## src/rtl/exint_pkg.sv

```systemverilog
package exint_pkg;
  typedef enum logic {
    TRIG_LEVEL = 1'b0,
    TRIG_EDGE  = 1'b1
  } trig_e;
endpackage

```

## src/rtl/exint_sync.sv

```systemverilog
// Pin synchronizer with one extra delayed copy for falling-edge detection.
module exint_sync #(
  parameter int STAGES = 2
) (
  input  logic clk,
  input  logic rst_n,
  input  logic pin_n,
  output logic sync_o,
  output logic prev_o
);
  logic [STAGES-1:0] chain_q;
  logic              prev_q;

  always_ff @(posedge clk or negedge rst_n) begin
    if (!rst_n) begin
      chain_q <= '1;
      prev_q  <= 1'b1;
    end else begin
      chain_q <= {chain_q[STAGES-2:0], pin_n};
      prev_q  <= chain_q[STAGES-1];
    end
  end

  assign sync_o = chain_q[STAGES-1];
  assign prev_o = prev_q;
endmodule

```

## src/rtl/exint_chan.sv

```systemverilog
// One channel's request flag: sticky in edge mode, follows the pin in level mode.
module exint_chan
  import exint_pkg::*;
(
  input  logic  clk,
  input  logic  rst_n,
  input  trig_e mode,
  input  logic  lvl,
  input  logic  lvl_prev,
  input  logic  ack,
  input  logic  wr_en,
  input  logic  wr_bit,
  output logic  flag
);
  logic flag_q;
  logic flag_d;
  logic fall;

  assign fall = lvl_prev & ~lvl;

  always_comb begin
    if (mode == TRIG_LEVEL) begin
      flag_d = ~lvl;
    end else begin
      flag_d = flag_q;
      if (wr_en)    flag_d = wr_bit;
      else if (ack) flag_d = 1'b0;
      if (fall)     flag_d = 1'b1;   // a new edge outranks a clear
    end
  end

  always_ff @(posedge clk or negedge rst_n) begin
    if (!rst_n) flag_q <= 1'b0;
    else        flag_q <= flag_d;
  end

  assign flag = flag_q;
endmodule

```

## src/rtl/exint_detect.sv

```systemverilog
module exint_detect
  import exint_pkg::*;
#(
  parameter int NCH         = 2,
  parameter int SYNC_STAGES = 2
) (
  input  logic             clk,
  input  logic             rst_n,
  input  logic [NCH-1:0]   irq_pin_n,
  input  logic [NCH-1:0]   irq_ack,
  input  logic             reg_wr_en,
  input  logic [2*NCH-1:0] reg_wr_data,
  output logic [2*NCH-1:0] reg_rd_data,
  output logic [NCH-1:0]   irq_req
);
  localparam int RW = 2 * NCH;

  logic [NCH-1:0] trig_q;
  logic [NCH-1:0] lvl_sync;
  logic [NCH-1:0] lvl_prev;

  always_ff @(posedge clk or negedge rst_n) begin
    if (!rst_n)         trig_q <= '0;
    else if (reg_wr_en) trig_q <= reg_wr_data[RW-1:NCH];
  end

  for (genvar i = 0; i < NCH; i++) begin : g_ch
    exint_sync #(.STAGES(SYNC_STAGES)) u_sync (
      .clk    (clk),
      .rst_n  (rst_n),
      .pin_n  (irq_pin_n[i]),
      .sync_o (lvl_sync[i]),
      .prev_o (lvl_prev[i])
    );

    exint_chan u_chan (
      .clk      (clk),
      .rst_n    (rst_n),
      .mode     (trig_e'(trig_q[i])),
      .lvl      (lvl_sync[i]),
      .lvl_prev (lvl_prev[i]),
      .ack      (irq_ack[i]),
      .wr_en    (reg_wr_en),
      .wr_bit   (reg_wr_data[i]),
      .flag     (irq_req[i])
    );
  end

  assign reg_rd_data = {trig_q, irq_req};
endmodule

```

## config.mk

```make
export PLATFORM = sky130hd
export DESIGN_NAME = exint_detect
export DESIGN_NICKNAME = d
export VERILOG_FILES = /design/src/rtl/exint_pkg.sv /design/src/rtl/exint_sync.sv /design/src/rtl/exint_chan.sv /design/src/rtl/exint_detect.sv
export SDC_FILE = /design/constraint.sdc
export NUM_CORES = 1
export LEC_CHECK = 0
export BUFFER_PORTS_ARGS = -buffer_cell sky130_fd_sc_hd__buf_2
export CAP_MARGIN = 20
export CORE_AREA = 2 2 39 41
export CTS_BUF_LIST = sky130_fd_sc_hd__clkbuf_8
export DETAILED_ROUTE_END_ITERATION = 8
export DIE_AREA = 0 0 41 43
export PLACE_DENSITY = 0.61
export SYNTH_ARGS = -nofsm -noshare
export SYNTH_HDL_FRONTEND = slang
export SYNTH_SLANG_ARGS = --single-unit
```

## constraint.sdc

```tcl
create_clock -name clk -period 1.1 [get_ports clk]
set_clock_uncertainty 0.15 [all_clocks]
set_input_delay 0.275 -clock clk [delete_from_list [all_inputs] [get_ports clk]]
set_output_delay 0.275 -clock clk [all_outputs]
set_load 0.05 [all_outputs]
```

==> key figures <==
Status
  – Result of the run: finished with violations
  – Violations in the final reports: setup timing

Power and ir drop
  – Power Total: 1.02 mW
  – Relative contribution of combinational cells to total power: 0.217
  – Net switching fraction of the power: 0.267
  – Reported net switching power: 0.272 mW
  – Internal power: 0.746 mW
  – Leakage dissipation: 0.262 nW
  – Reg power frac: 0.417
  – Power Density: 1760 mW/mm2
  – Max VDD drop: 0.000893 V
  – Clock Power Share: 0.366

Global route
  – Pin count of the biggest net entering global routing: 11
  – Total GRT Usage: 0.0893
  – Leftover overflow at the end of global routing: 0
  – Number of global-route vias before repair: 246
  – Wire length of the first global-routing pass: 924 um
  – Initial antenna violation count: 0

Detailed routing
  – Post-detailed-routing wire length: 597 um
  – Antenna-violating nets left: 0
  – Remaining design rule violation count: 0
  – Met2 routed wirelength: 307 um
  – Vias: 251
  – Routed length on met3: 59 um
  – Number of search-and-repair iterations in the first detailed-routing pass: 1
  – Vias/cell: 4.05
  – Initial DRC Count: 0
  – Wirelength per Cell: 9.63 um
  – Highest metal used: met3
  – Detailed-route wire length on metal 1: 230 um

STA
  – Hold WS: 0.117 ns
  – Period utilisation layout: 1.12
  – Final Hold Fails: 0
  – RSZ-0062 raised after global routing: true
  – Pins Over Slew Limit: 0
  – Finish-stage setup viols: 6
  – Shortest period the worst path allows: 1.23 ns
  – Min setup slack post-route: -0.131 ns
  – Headroom to the max-slew limit: 0.858
  – Tightest Pin Transition: 0.213 ns
  – Maximum clock frequency: 0.812 GHz

Layout
  – ANT cells: 0
  – Final core utilization: 0.419
  – Growth of design area from synthesis to finish: 50.3%
  – Final #Nets: 58
  – Commonest non-fill, non-tap cell in the layout: buf_2
  – # fillers: 134
  – Design Area, Final: 579 um2
  – Highest-count cells in the layout ignoring fill and taps: 10 x buf_2, 7 x buf_6, 6 x dfstp_2
  – Fraction of layout instances using a drive strength above 1: 0.652

Critical path
  – CP endpoint kind: primary output
  – Slowest cell on crit path: dfrtp_1
  – Cell class contributing the biggest share of worst-path delay: flip-flops
  – Worst r2r src: trig_q[0]
  – CP cell instances: buf_6
  – Class of the most critical setup path: flip-flop to primary output
  – Worst path max stage delay: 0.40 ns
  – Signal arrival time at the worst endpoint: 0.81 ns
  – Worst reg-to-reg setup slack: 0.06 ns
  – Crit path from: g_ch[1].u_chan.flag
  – Crit path buffers/inverters: 1
  – Critical path data required time: 0.67 ns
  – Critical path launch point type: flip-flop
  – Critical path peak fanout: 3

Floorplan
  – Die height: 43 um
  – Boundary pin count: 17
  – Starting Density: 0.278
  – Number of standard-cell rows in the floorplan: 14
  – Die width: 41 um
  – Placeable Area: 0.00138 mm2
  – Area enclosed by the die boundary: 0.00176 mm2

CTS
  – Sinks on the clock net: 10
  – Reg clk slew, reported paths: 0.05 ns
  – Root Driver: clkbuf_8
  – Number of clock buffers inserted by TritonCTS: 3
  – CTS tree: yes
  – H-Tree Depth: 1
  – Max Buffers Root-to-Sink: 2
  – Clock latency of the later-clocked register in the worst-skew pair: 0.23 ns

Synthesis
  – Number of synthesized register bits: 10
  – Synthesized area per cell: 14.8 um2
  – Compound-Gate Fraction of Synth Area: 0.0390
  – Combinational family with the most area after synthesis: simple AND/OR/NAND/NOR gates
  – Synthesized netlist cell count: 26
  – Area fraction in and, or, nand and nor cells after synthesis: 0.117
  – Synthesized cell area: 385 um2
  – Unique masters post-synth: 8
  – Synth warnings: 0
  – Synth Area in XOR/XNOR: 0
  – Portion of netlist area occupied by mux cells: 0.0584
  – Post-synthesis adder-cell area fraction: 0
  – Sequential area share after synthesis: 0.669
  – Syn_nets: 37

Job
  – Maxcap violations: 0

Placement
  – Gpl congestion: 0.545
  – Placed cell areas: 455 um2
  – Number of port buffers: 16

Min path
  – Min-Delay Path Class: primary input to flip-flop
  – Launch point of the worst hold path: reg_wr_data[2]
## synth_stat cells
cell / n / share of area
nand4bb_1: 2 / 0.058
dfrtp_1: 4 / 0.26
o211ai_1: 2 / 0.039
nor2b_1: 2 / 0.032
mux2_2: 2 / 0.058
dfstp_2: 6 / 0.41
buf_4: 6 / 0.12
nand3_1: 2 / 0.026
## worst paths after layout
kind                                              to  cells past startpoint
setup reg to reg                 g_ch[0].u_chan.flag                      3
max in group asynchronous  g_ch[1].u_sync.chain_q[1]                      2
min in group asynchronous                  trig_q[1]                      2
setup / recovery                          irq_req[1]                      1
hold / removal                             trig_q[0]                      2
hold reg to reg            g_ch[1].u_sync.chain_q[1]                      0
## cell type report
cell class / count / area (um2) / area share
Sequential cell: 10 / 258 / 0.445
Tap cell: 16 / 20.0 / 0.0346
Clock buffer: 3 / 41.3 / 0.0713
Multi-Input combinational cell: 10 / 82.6 / 0.143
Timing Repair Buffer: 22 / 174 / 0.300
Clock inverter: 1 / 3.75 / 0.00648
## power by group through the flow
stage | sequential [mW] | combinational (mW) | clock, mW
after floorplan | 0.424 | 0.148 | 0
after global placement | 0.424 | 0.176 | 0
after detailed placement | 0.424 | 0.176 | 0
after CTS | 0.424 | 0.226 | 0.398
after global routing | 0.427 | 0.235 | 0.415
final | 0.424 | 0.221 | 0.372
## routing by layer
layer	GRT usage	vias to the layer above
li1	-	123
met1	0.0700	117
met2	0.134	11
met3	0.0785	0
met4	0.0600	0
met5	0	-
## metrics by stage
stage,TNS (ns),setup WS (ns),cells
final,-0.752,-0.131,62
after global routing,-0.985,-0.179,62
after CTS,-0.875,-0.148,63
after detailed placement,0,0.0655,54
after global placement,0,0.0633,54
after floorplan,0,0.102,26
## cells by family after synthesis
logic type,count (synthesis)
flops,10
simple gates,6
buf+inv,6
compound gates,2
mux,2
## flip-flops by register name (all words and copies together), names as in the netlist
register	flops
g_ch.u_sync.chain_q	4
trig_q	2
g_ch.u_chan.flag	2
g_ch.u_sync.prev_o	2
## timing repair
action,CTS,global route
pin swaps,0,1
buffers inserted,2,0
cloned,0,0
hold buffers,3,0
resized for setup,12,1
endpoints found under the setup margin,6,7
endpoints found under the hold margin,12,0
(Power assumes the default switching activity.)
